File: src/rtl/nms_pkg.sv
`timescale 1ns/1ps
// Shared types for the edge-thinning unit.
// Assumes: sector encoding is internal; nothing outside the unit decodes it.
package nms_pkg;

    // Direction sector of the gradient at a centre pixel
    typedef enum logic [1:0] {
        SEC_HORZ  = 2'd0,
        SEC_VERT  = 2'd1,
        SEC_DSAME = 2'd2,
        SEC_DOPP  = 2'd3
    } sector_t;

endpackage

File: src/rtl/nms_linebuf.sv
`timescale 1ns/1ps
// One row of delay storage addressed by column.
// Reads are combinational and return the value written one row earlier at
// the same column. The new value is written on the same edge.
// Assumes: contents are not reset; stale words only reach border centres.
module nms_linebuf #(
    parameter int W     = 8,
    parameter int DEPTH = 64,
    localparam int AW   = (DEPTH > 1) ? $clog2(DEPTH) : 1
) (
    input  logic          clk,
    input  logic          we,
    input  logic [AW-1:0] addr,
    input  logic [W-1:0]  din,
    output logic [W-1:0]  dout
);

    logic [W-1:0] mem [DEPTH];

    // Store the incoming word at the current column
    always_ff @(posedge clk) begin
        if (we) mem[addr] <= din;
    end

    assign dout = mem[addr];

endmodule

File: src/rtl/nms_dir_sel.sv
`timescale 1ns/1ps
// Direction quantiser, neighbour selector and local-maximum compare.
// The sector comes from |gx| and |gy| against the constants 53/128 and
// 309/128, built from shifts and adds. Ties use raster order: the centre
// must beat the earlier neighbour strictly and the later one or equal.
// Assumes: purely combinational; the caller registers the result.
module nms_dir_sel
    import nms_pkg::*;
#(
    parameter int MW = 8,
    parameter int GW = 10
) (
    input  logic signed [GW-1:0] gx,
    input  logic signed [GW-1:0] gy,
    input  logic [MW-1:0]        ctr,
    input  logic [MW-1:0]        nw,
    input  logic [MW-1:0]        n,
    input  logic [MW-1:0]        ne,
    input  logic [MW-1:0]        w,
    input  logic [MW-1:0]        e,
    input  logic [MW-1:0]        sw,
    input  logic [MW-1:0]        s,
    input  logic [MW-1:0]        se,
    output logic [MW-1:0]        thin
);

    localparam int PW = GW + 9;

    logic [GW-1:0] ax, ay;
    logic [PW-1:0] axw, ay128, ax53, ax309;
    sector_t       sector;
    logic [MW-1:0] nb_early, nb_late;

    // Absolute values, widened for the scaled comparisons
    always_comb begin
        ax    = gx[GW-1] ? $unsigned(-gx) : $unsigned(gx);
        ay    = gy[GW-1] ? $unsigned(-gy) : $unsigned(gy);
        axw   = PW'(ax);
        ay128 = PW'(ay) << 7;
        ax53  = (axw << 5) + (axw << 4) + (axw << 2) + axw;
        ax309 = (axw << 8) + (axw << 5) + (axw << 4) + (axw << 2) + axw;
    end

    // Sector decision from the two scaled thresholds and the sign bits
    always_comb begin
        if (ay128 <= ax53)
            sector = SEC_HORZ;
        else if (ay128 > ax309)
            sector = SEC_VERT;
        else if (gx[GW-1] == gy[GW-1])
            sector = SEC_DSAME;
        else
            sector = SEC_DOPP;
    end

    // Route the across-edge pair, earlier-in-raster neighbour first
    always_comb begin
        unique case (sector)
            SEC_HORZ:  begin nb_early = w;  nb_late = e;  end
            SEC_VERT:  begin nb_early = n;  nb_late = s;  end
            SEC_DSAME: begin nb_early = nw; nb_late = se; end
            default:   begin nb_early = ne; nb_late = sw; end
        endcase
    end

    // Keep the centre only when it is the local maximum under the tie rule
    assign thin = ((ctr > nb_early) && (ctr >= nb_late)) ? ctr : '0;

endmodule

File: src/rtl/nms_ctrl.sv
`timescale 1ns/1ps
// Block sequencing for the thinning unit.
// Tracks the input position and the output position inside the block.
// It decides when the window holds a full centre, and after the last input
// it runs a self-timed drain of the trailing border outputs.
// Assumes: BLK >= 3; the output register lives in the parent.
module nms_ctrl #(
    parameter int BLK = 64,
    localparam int CW = $clog2(BLK)
) (
    input  logic          clk,
    input  logic          rst_n,
    input  logic          blk_start,
    input  logic          in_valid,
    input  logic          out_valid,
    input  logic          out_ready,
    output logic          in_ready,
    output logic          in_fire,
    output logic          out_load,
    output logic          out_border,
    output logic [CW-1:0] in_col
);

    localparam logic [CW-1:0] LAST = CW'(BLK - 1);

    logic [CW-1:0] in_row, out_row, out_col;
    logic          drain;
    logic          can_load, primed, in_last, out_last;

    // Handshake and window-readiness decode
    always_comb begin
        can_load   = !out_valid || out_ready;
        in_ready   = can_load && !drain && !blk_start;
        in_fire    = in_valid && in_ready;
        primed     = (in_row != '0) && !((in_row == CW'(1)) && (in_col == '0));
        out_load   = !blk_start && can_load && (drain || (in_fire && primed));
        in_last    = (in_row == LAST) && (in_col == LAST);
        out_last   = (out_row == LAST) && (out_col == LAST);
        out_border = (out_row == '0) || (out_row == LAST) ||
                     (out_col == '0) || (out_col == LAST);
    end

    // Position counters and the drain flag
    always_ff @(posedge clk) begin
        if (!rst_n || blk_start) begin
            in_row  <= '0;
            in_col  <= '0;
            out_row <= '0;
            out_col <= '0;
            drain   <= 1'b0;
        end else begin
            if (in_fire) begin
                if (in_col == LAST) begin
                    in_col <= '0;
                    in_row <= (in_row == LAST) ? '0 : in_row + 1'b1;
                end else begin
                    in_col <= in_col + 1'b1;
                end
                if (in_last) drain <= 1'b1;
            end
            if (out_load) begin
                if (out_col == LAST) begin
                    out_col <= '0;
                    out_row <= (out_row == LAST) ? '0 : out_row + 1'b1;
                end else begin
                    out_col <= out_col + 1'b1;
                end
                if (out_last) drain <= 1'b0;
            end
        end
    end

endmodule

File: src/rtl/nms_thin.sv
`timescale 1ns/1ps
// Edge-thinning unit: a 3x3 window of magnitudes built from two row
// memories and two column registers, a direction-driven neighbour compare,
// and one output register with valid/ready.
// Latency: the centre (r-1, c-1) is decided when pixel (r, c) is accepted
// and appears on the output one cycle later.
// Assumes: blocks of BLK x BLK pixels in raster order, BLK >= 3.
module nms_thin #(
    parameter int BLK = 64,
    parameter int MW  = 8,
    parameter int GW  = 10
) (
    input  logic                 clk,
    input  logic                 rst_n,
    input  logic                 blk_start,
    input  logic                 in_valid,
    output logic                 in_ready,
    input  logic [MW-1:0]        in_mag,
    input  logic signed [GW-1:0] in_gx,
    input  logic signed [GW-1:0] in_gy,
    output logic                 out_valid,
    input  logic                 out_ready,
    output logic [MW-1:0]        out_mag
);

    localparam int CW    = $clog2(BLK);
    localparam int NROWS = 2;

    logic          in_fire, out_load, out_border;
    logic [CW-1:0] col;
    logic [MW-1:0] row_tap [NROWS];
    logic [2*GW-1:0] grad_row;
    logic [MW-1:0] c0_top, c0_mid, c0_bot, c1_top, c1_mid, c1_bot;
    logic signed [GW-1:0] cgx, cgy;
    logic [MW-1:0] thin_mag;

    nms_ctrl #(.BLK(BLK)) u_ctrl (
        .clk        (clk),
        .rst_n      (rst_n),
        .blk_start  (blk_start),
        .in_valid   (in_valid),
        .out_valid  (out_valid),
        .out_ready  (out_ready),
        .in_ready   (in_ready),
        .in_fire    (in_fire),
        .out_load   (out_load),
        .out_border (out_border),
        .in_col     (col)
    );

    // Chain of magnitude row memories: tap 0 is one row back, tap 1 is two
    for (genvar i = 0; i < NROWS; i++) begin : g_row
        logic [MW-1:0] row_din;
        if (i == 0) begin : g_first
            assign row_din = in_mag;
        end else begin : g_next
            assign row_din = row_tap[i-1];
        end
        nms_linebuf #(.W(MW), .DEPTH(BLK)) u_lb (
            .clk  (clk),
            .we   (in_fire),
            .addr (col),
            .din  (row_din),
            .dout (row_tap[i])
        );
    end

    // Gradient components of the previous row, aligned with the centre row
    nms_linebuf #(.W(2*GW), .DEPTH(BLK)) u_grad_lb (
        .clk  (clk),
        .we   (in_fire),
        .addr (col),
        .din  ({in_gx, in_gy}),
        .dout (grad_row)
    );

    // Shift the two stored window columns and latch the next centre gradient
    always_ff @(posedge clk) begin
        if (!rst_n) begin
            c0_top <= '0; c0_mid <= '0; c0_bot <= '0;
            c1_top <= '0; c1_mid <= '0; c1_bot <= '0;
            cgx    <= '0; cgy    <= '0;
        end else if (in_fire) begin
            c1_top <= c0_top;
            c1_mid <= c0_mid;
            c1_bot <= c0_bot;
            c0_top <= row_tap[1];
            c0_mid <= row_tap[0];
            c0_bot <= in_mag;
            cgx    <= $signed(grad_row[2*GW-1:GW]);
            cgy    <= $signed(grad_row[GW-1:0]);
        end
    end

    nms_dir_sel #(.MW(MW), .GW(GW)) u_sel (
        .gx   (cgx),
        .gy   (cgy),
        .ctr  (c0_mid),
        .nw   (c1_top),
        .n    (c0_top),
        .ne   (row_tap[1]),
        .w    (c1_mid),
        .e    (row_tap[0]),
        .sw   (c1_bot),
        .s    (c0_bot),
        .se   (in_mag),
        .thin (thin_mag)
    );

    // Output register: load a decided pixel, hold under stall, clear on take
    always_ff @(posedge clk) begin
        if (!rst_n || blk_start) begin
            out_valid <= 1'b0;
            out_mag   <= '0;
        end else if (out_load) begin
            out_valid <= 1'b1;
            out_mag   <= out_border ? '0 : thin_mag;
        end else if (out_ready) begin
            out_valid <= 1'b0;
        end
    end

endmodule

File: config.mk
export PLATFORM = sky130hd
export DESIGN_NAME = nms_thin
export DESIGN_NICKNAME = d
export VERILOG_FILES = /design/src/rtl/nms_pkg.sv /design/src/rtl/nms_linebuf.sv /design/src/rtl/nms_dir_sel.sv /design/src/rtl/nms_ctrl.sv /design/src/rtl/nms_thin.sv
export SDC_FILE = /design/constraint.sdc
export NUM_CORES = 2
export LEC_CHECK = 0
export BUFFER_PORTS_ARGS = -buffer_cell sky130_fd_sc_hd__buf_2
export CAP_MARGIN = 20
export CORE_MARGIN = 1.5
export CORE_UTILIZATION = 35
export CTS_CLUSTER_DIAMETER = 60
export DETAILED_ROUTE_END_ITERATION = 12
export HOLD_SLACK_MARGIN = 0.02
export RECOVER_POWER = 50
export SLEW_MARGIN = 20
export SYNTH_ARGS = -nofsm -noshare
export SYNTH_HDL_FRONTEND = slang
export SYNTH_SLANG_ARGS = --single-unit
File: constraint.sdc
create_clock -name clk -period 14.1 [get_ports clk]
set_clock_uncertainty 0.1 [all_clocks]
set_input_delay 1.41 -clock clk [delete_from_list [all_inputs] [get_ports clk]]
set_output_delay 1.41 -clock clk [all_outputs]
set_load 0.005 [all_outputs]
# After elaboration in Yosys (flattened, before gate mapping)
# Memories as Yosys holds them, arrays and structs flattened. A register that Yosys moved wholly into a read port is not among the register bits.
# Index checks and enable logic that the tools add are counted.
# op_classes
reduce_logical,31
n_eq_ne,8
magnitude_cmp,4
addsub,13
n_mux,25
# ops
operator,n
2-to-1 mux 6 bit,8
one-hot mux 8 bit (3 select lines),2
adder 19 x 10 -> 19 bit,2
adder 19 x 12 -> 19 bit,2
adder 6 x 1 -> 6 bit (second input constant),4
equality test 6 bit (second input constant),4
2-to-1 mux 10 bit,2
negator 10 bit,2
adder 18 x 15 -> 19 bit,1
adder 19 x 14 -> 19 bit,1
greater-than comparator 17 x 19 -> 1 bit,1
<= comparator 17 x 19 -> 1 bit,1
logical NOT 6 bit,3
adder 15 x 14 -> 16 bit,1
2-to-1 mux 8 bit,2
logical AND 1 bit,11
2-to-1 mux 1 bit,9
>= comparator 8 bit,1
greater-than comparator 8 bit,1
equality test 6 x 1 -> 1 bit (second input constant),1
logical NOT 1 bit,6
logical OR 1 bit,6
nonzero test 6 bit,1
2-to-1 mux 2 bit,2
6 further kinds,7
# word_totals
output_inout_bits,10
ff_bits,82
input_bits,33
mem_bits_rw,2304
elab_cells,97
memories,3
# mem_list
name,words,width,rd,rd_clocked_by_memory_dff,wr,line_no,source
u_grad_lb.mem,64,20,1,1,1,nms_linebuf.sv:18,logic [W-1:0] mem [DEPTH];
g_row[0].u_lb.mem,64,8,1,1,1,nms_linebuf.sv:18,
g_row[1].u_lb.mem,64,8,1,1,1,nms_linebuf.sv:18,

# Logic depth before layout (Yosys ltp)
# logic_depth
word_depth,15
mapped_depth,41
mapped_depth_nobuf,40

# Hierarchy
# A second synthesis with hierarchy kept.
# unflattened
hier_cells,6040
hier_area_um2,97956.4
# by_module_without_submodules
mod,instances,seq_area_each_um2,area_per_inst_um2,cells_each
nms_linebuf (u_grad_lb),1,38436.9,49049.5,2800
nms_linebuf (g_row[0].u_lb ...),2,15374.7,20289.5,1163
nms_dir_sel,1,0.0,3980.1,486
nms_thin,1,1541.5,2947.8,258
nms_ctrl,1,500.5,1400.1,170

# Worst setup path after synthesis
# Ideal clock, no wire load.
# synth_path
path_kind,reg-to-reg
from,register cgx[0] (read register of u_grad_lb.mem)
to,register out_mag[0]
period_less_slack_ns,8.892
slack_ns,5.208
arrival_time_ns,8.658
setup_time_ns,0.134
path_stages_with_launch,41
cell_sequence,dfxtp_1 inv_1 ha_1 nor2b_1 xnor2_1 inv_2 ha_1 a21oi_1 and2_1 a21oi_1 xnor2_1 fa_1 inv_1 ha_1 nand2_1 o21ai_0 nor4_1 o41a_1 (+5 left out) nand2_1 or4_1 nor4_1 a221oi_1 a22o_1 nor2_1 and2_1 clkbuf_1 a221oi_2 ha_1 a21o_1 a21o_1 a21o_1 a21o_1 a21o_1 a21o_1 a21oi_1 o21ai_0
# synth_via
elab_chain_len,15
# synth_rtl
element,line_no,source
start: declaration,nms_thin.sv:34,"logic signed [GW-1:0] cgx, cgy;"
negator 10 bit,nms_dir_sel.sv:36,ax = gx[GW-1] ? $unsigned(-gx) : $unsigned(gx);
2-to-1 mux 10 bit (*),nms_dir_sel.sv:36,
adder 18 x 15 -> 19 bit,nms_dir_sel.sv:41,ax309 = (axw << 8) + (axw << 5) + (axw << 4) + (axw << 2) + axw;
adder 19 x 14 -> 19 bit,nms_dir_sel.sv:41,
adder 19 x 12 -> 19 bit,nms_dir_sel.sv:41,
adder 19 x 10 -> 19 bit,nms_dir_sel.sv:41,
greater-than comparator 17 x 19 -> 1 bit,nms_dir_sel.sv:48,else if (ay128 > ax309)
2-to-1 mux 2 bit,nms_dir_sel.sv:48,
2-to-1 mux 2 bit (*),nms_dir_sel.sv:46,if (ay128 <= ax53)
"equality test 2 bit, or another cell as far along",nms_dir_sel.sv:58,unique case (sector)
one-hot mux 8 bit (3 select lines),nms_dir_sel.sv:58,
greater-than comparator 8 bit / >= comparator 8 bit (equally long branches),nms_dir_sel.sv:67,assign thin = ((ctr > nb_early) && (ctr >= nb_late)) ? ctr : '0;
logical AND 1 bit (*),nms_dir_sel.sv:67,
2-to-1 mux 8 bit (*),nms_dir_sel.sv:67,
2-to-1 mux 8 bit (*),nms_thin.sv:117,out_mag <= out_border ? '0 : thin_mag;
end signal: assignment,nms_thin.sv:117,
end: declaration,nms_thin.sv:23,output logic [MW-1:0] out_mag
# Every way passes the cells marked *; elsewhere a longest branch is shown, timed or not.
# A chain may end at the register's enable or synchronous reset.

# Worst setup path after layout
# layout_path
from,register cgx[0] (read register of u_grad_lb.mem)
to,register out_mag[3]
# Same word-level chain as after synthesis.

==> results.md <==
- The standard cell core area is 0.2651 mm².
- The area of the mapped netlist is 0.09331 mm².
- The share of synthesized area occupied by flip-flops and latches is 76.46%.
- For this configuration, the core starts out at a cell density of 35.20%.
- Cells with a size suffix above 1 make up 16.92% of the layout.
- The footprint of the multi-input gates is 0.02079 mm².
- The most frequently used flop master after synthesis is sky130_fd_sc_hd__edfxtp_1.
- The number of buffers created by CTS is 226.
- The hold-critical path depth is 2.
- Leaving out fill and tap cells, the most frequent cell in the layout is sky130_fd_sc_hd__edfxtp_1.
- The synthesized netlist devotes 3.010% of its cell area to simple gates.
- The detailed router placed 51.58k vias in this run.
- The final cycle utilization of the critical path is 70.73%.
- The total count of hold-check failures in the final report is 0.
- The initial antenna violation count is 23.
- Total power for the finished layout comes to 14680 µW.
- The most repeated library cell on the critical path is sky130_fd_sc_hd__a21o_1.
- The number of fill cells in the layout is 23.63k.
- In this run the most critical hold path is launched from c1_top[2]$_SDFFE_PN0P_.
- The die covers 0.2697 mm².
- After synthesis, the share of flip-flops with an asynchronous set or reset is 0%.
- The number of buffers on the longest clock path is 3.
- In the routed layout, each cell is associated on average with a via count of 5.893.
- The clock reaches the later pin of the worst-skew pair after 0.89 ns.
- The clock tree from TritonCTS is built.
- The post-synthesis adder-cell area fraction is 1.824%.
- The setup TNS is 0 ns.
- The library cells used most frequently in the layout, excluding fill and tap cells, are 2304 x sky130_fd_sc_hd__edfxtp_1, 354 x sky130_fd_sc_hd__a22oi_1, 336 x sky130_fd_sc_hd__mux4_2, 228 x sky130_fd_sc_hd__clkbuf_16, 212 x sky130_fd_sc_hd__nand2_1.
- Summed over all cells, the static leakage comes to 0.03203 µW.
- The first global-routing pass estimated 396.2 mm of wire.
- 43 I/O pins were placed.
- The critical register-to-register path startpoint is cgx[0]$_SDFFE_PN0P_.
- Data on the critical path arrives at its endpoint at 10.58 ns.
- The number of routed nets with antenna violations is 0.
- The number of hold buffers added after CTS was 0.
- Setup violations remaining at the end of the flow were counted as 0.
- The count of distinct cell types in the synthesized netlist is 83.
- The number of flops mapped to enable cells by yosys is 2304.
- The overall global routing resource usage is 20.72%.
- After layout, the minimum clock period comes to 9.973 ns.
- The number of cell rows is 189.
- By area, the combinational part of the netlist is dominated by multiplexers.
- For the pin with the worst max-slew slack, the measured transition is 4.726 ns.
- The final count of pins violating max slew was 2437.
- The largest net degree at the start of global routing is 141.
- Once the clock tree was built, the setup fixing pass inserted 0 buffers.
- The number of violations reported at the end of detailed-routing iteration 0 is 7523.
- VDD sags by at most 0.1318 mV.
- The number of cells on the worst reg-to-reg path is 40.
- At the end of routability-driven placement, the weighted congestion stood at 0.8169.
- Including well taps, the total number of placed cells is 8328.
- The post-cts repair resize count is 0.
- The clock-pin transition on the worst setup and hold timing paths is 0.06 ns.
- The terminus of the critical flop-to-flop path is out_mag[3]$_SDFFE_PP0P_.
- The overall overflow remaining after global route is 0.
- The sequential cells in the finished layout cover a total of 0.07137 mm².
- For hold timing, the worst endpoint is c1_top[2]$_SDFFE_PN0P_.
- In this run the mean area of a mapped cell was 19.08 µm².
- Synthesis produced a netlist whose cell count is 4891.
- Data on the critical path is required at its endpoint by 14.71 ns.
- Summed over all layers, the routed wires come to 285.9 mm.
- In this run the number of H-tree levels came out at 4.
- After detailed routing, the average wire length per cell comes to 32.66 µm.
- Once routing completed, OpenROAD measured the worst setup slack at 4.127 ns.
- Measured against its own limit, the worst slew margin works out to -215.0%.
- The share of the synthesized netlist area taken by xor and xnor gates is 0.6758%.
- STA classifies the critical path startpoint as a flop.
- The max-cap violation count is 67.
- Setup repair after global routing left no endpoint under its margin.
- The total of buffers placed on input and output ports is 42.
- The flow ran to the end, but the final reports show violations.
- The net count of the finished layout is 5183.
- The total power divided by cell area is 139.2 mW/mm².
- In this run the register-to-register setup slack is 4.13 ns.
- From bottom edge to top edge, the die measures 519.3 µm.
- The area fraction in compound gates after synthesis is 7.814%.
- Of all nets on the critical path, the largest fanout is 25.
- The number of global-route vias before repair is 50.29k.
- In the routed design, unresolved DRC markers number 4.
- The horizontal extent of the die is 519.3 µm.
- Yosys printed 0 warnings.
- The category of the worst setup path capture point is a flop.
- The post-route core utilization is 39.76%.
- Measured against the total synthesized area, the mux share comes to 8.665%.
- The worst setup path is of the reg2reg kind.
- The checks that failed: DRC, capacitance limit, slew limit.
- After legalization and detailed placement, the total HPWL measured 149.7 mm.
- The first-pass detailed-route iteration total is 10.
- The post-placement setup slack is 3.824 ns.
- Synthesis produced a netlist with a net count of 5048.
- The count of placed standard cells in the final layout, fillers left out is 8753.
- The biggest cell delay along the critical path is 0.59 ns.
- The number of clock sinks is 2412.
- The number of register bits inferred by synthesis is 2412.
- The area added between synthesis and finish is 12.96%.
- The maximum clock rate is 0.1003 GHz.
- The root buffer cell chosen for the clock tree is sky130_fd_sc_hd__clkbuf_16.
- The class of the tightest hold or removal check is reg2reg.
- The slowest stage of the critical path is the sky130_fd_sc_hd__dfxtp_1 cell.
## per-layer routing
metal,GRT usage [%],vias to the layer above,share of wire (%)
li1,-,20660,-
met1,28.68,27280,40
met2,32.09,3068,46
met3,4.459,565,11
met4,7.747,4,4.1
met5,0,-,0.011
## critical path: cells and delay by family, from the launching register on
family                   cells  cell delay (ns)
AO/OA/AOI/OAI               16             3.29
XOR/XNOR                     2             0.47
adder cells (fa/ha/maj)      6             2.08
buffers and inverters        4             0.67
flip-flops                   1             0.59
multiplexers                 2             0.39
AND/OR/NAND/NOR             10             2.26
## cell usage after synthesis (59+ instances only)
library cell / n / area share [%]
sky130_fd_sc_hd__a21oi_1: 119 / 0.64
sky130_fd_sc_hd__edfxtp_1: 2304 / 74
sky130_fd_sc_hd__clkbuf_1: 153 / 0.62
sky130_fd_sc_hd__o21ai_0: 65 / 0.35
sky130_fd_sc_hd__ha_1: 104 / 1.4
sky130_fd_sc_hd__a22o_1: 109 / 1.0
sky130_fd_sc_hd__nand4_1: 91 / 0.61
sky130_fd_sc_hd__a22oi_1: 354 / 2.8
sky130_fd_sc_hd__nand2_1: 213 / 0.86
sky130_fd_sc_hd__dfxtp_1: 108 / 2.3
sky130_fd_sc_hd__mux4_2: 337 / 8.1
sky130_fd_sc_hd__nor2_1: 133 / 0.54
sky130_fd_sc_hd__a221oi_1: 119 / 1.1
sky130_fd_sc_hd__buf_2: 59 / 0.32
## registers in the layout (all words and copies together) (netlist names), 8 cells and up, named ones only
signal          count
cgy                10
g_row.u_lb.mem   1024
c0_mid              8
c1_mid              8
c1_bot              8
u_grad_lb.mem    1280
c0_top              8
out_mag             8
c0_bot              8
cgx                10
c1_top              8
## per-stage QoR
stage / hold WS [ns] / area [µm²]
finish: 0.3492 / 105400
global route: 0.3622 / 105400
CTS: 0.3502 / 105800
detailed placement: 0.3442 / 98510
global placement: 0.3374 / 98510
floorplan: 0.3312 / 93310
## where the power goes
group	internal, µW	switching (µW)
Combinational	279	483
Clock	3330	2700
Sequential	7870	15.9
Total	11500	3200
## how the worst max path moves through the flow
stage                              startpoint                       to  slack [ns]  depth (start not counted)
after global placement    cgx[0]$_SDFFE_PN0P_  out_mag[0]$_SDFFE_PP0P_        3.95                         40
final                     cgx[0]$_SDFFE_PN0P_  out_mag[3]$_SDFFE_PP0P_        4.13                         40
after floorplan           cgx[0]$_SDFFE_PN0P_  out_mag[0]$_SDFFE_PP0P_        5.21                         40
after global routing      cgx[0]$_SDFFE_PN0P_  out_mag[7]$_SDFFE_PP0P_        3.26                         40
after CTS                 cgx[0]$_SDFFE_PN0P_  out_mag[3]$_SDFFE_PP0P_        3.85                         40
after detailed placement  cgx[0]$_SDFFE_PN0P_  out_mag[3]$_SDFFE_PP0P_        3.82                         40
## cell type report
type	count	share of cell area [%]
Multi-Input combinational cell	2135	19.72
Timing Repair Buffer	190	1.243
Tap cell	3533	4.194
Inverter	61	0.2172
Antenna cell	6	0.01424
Clock buffer	291	5.704
Clock inverter	125	1.193
Sequential cell	2412	67.71
## logic make-up (layout without fill, tap and decap cells)
kind of cell,count (synthesis),in the layout
DFF,2412,2412
buffers and inverters,344,667
other,0,6
muxes,382,382
AOI/OAI and AO/OA,968,968
xor gates and xnor gates,69,69
adders and majority gates,124,124
and+or+nand+nor,592,592
No activity file was read; power rests on OpenSTA's default activity.
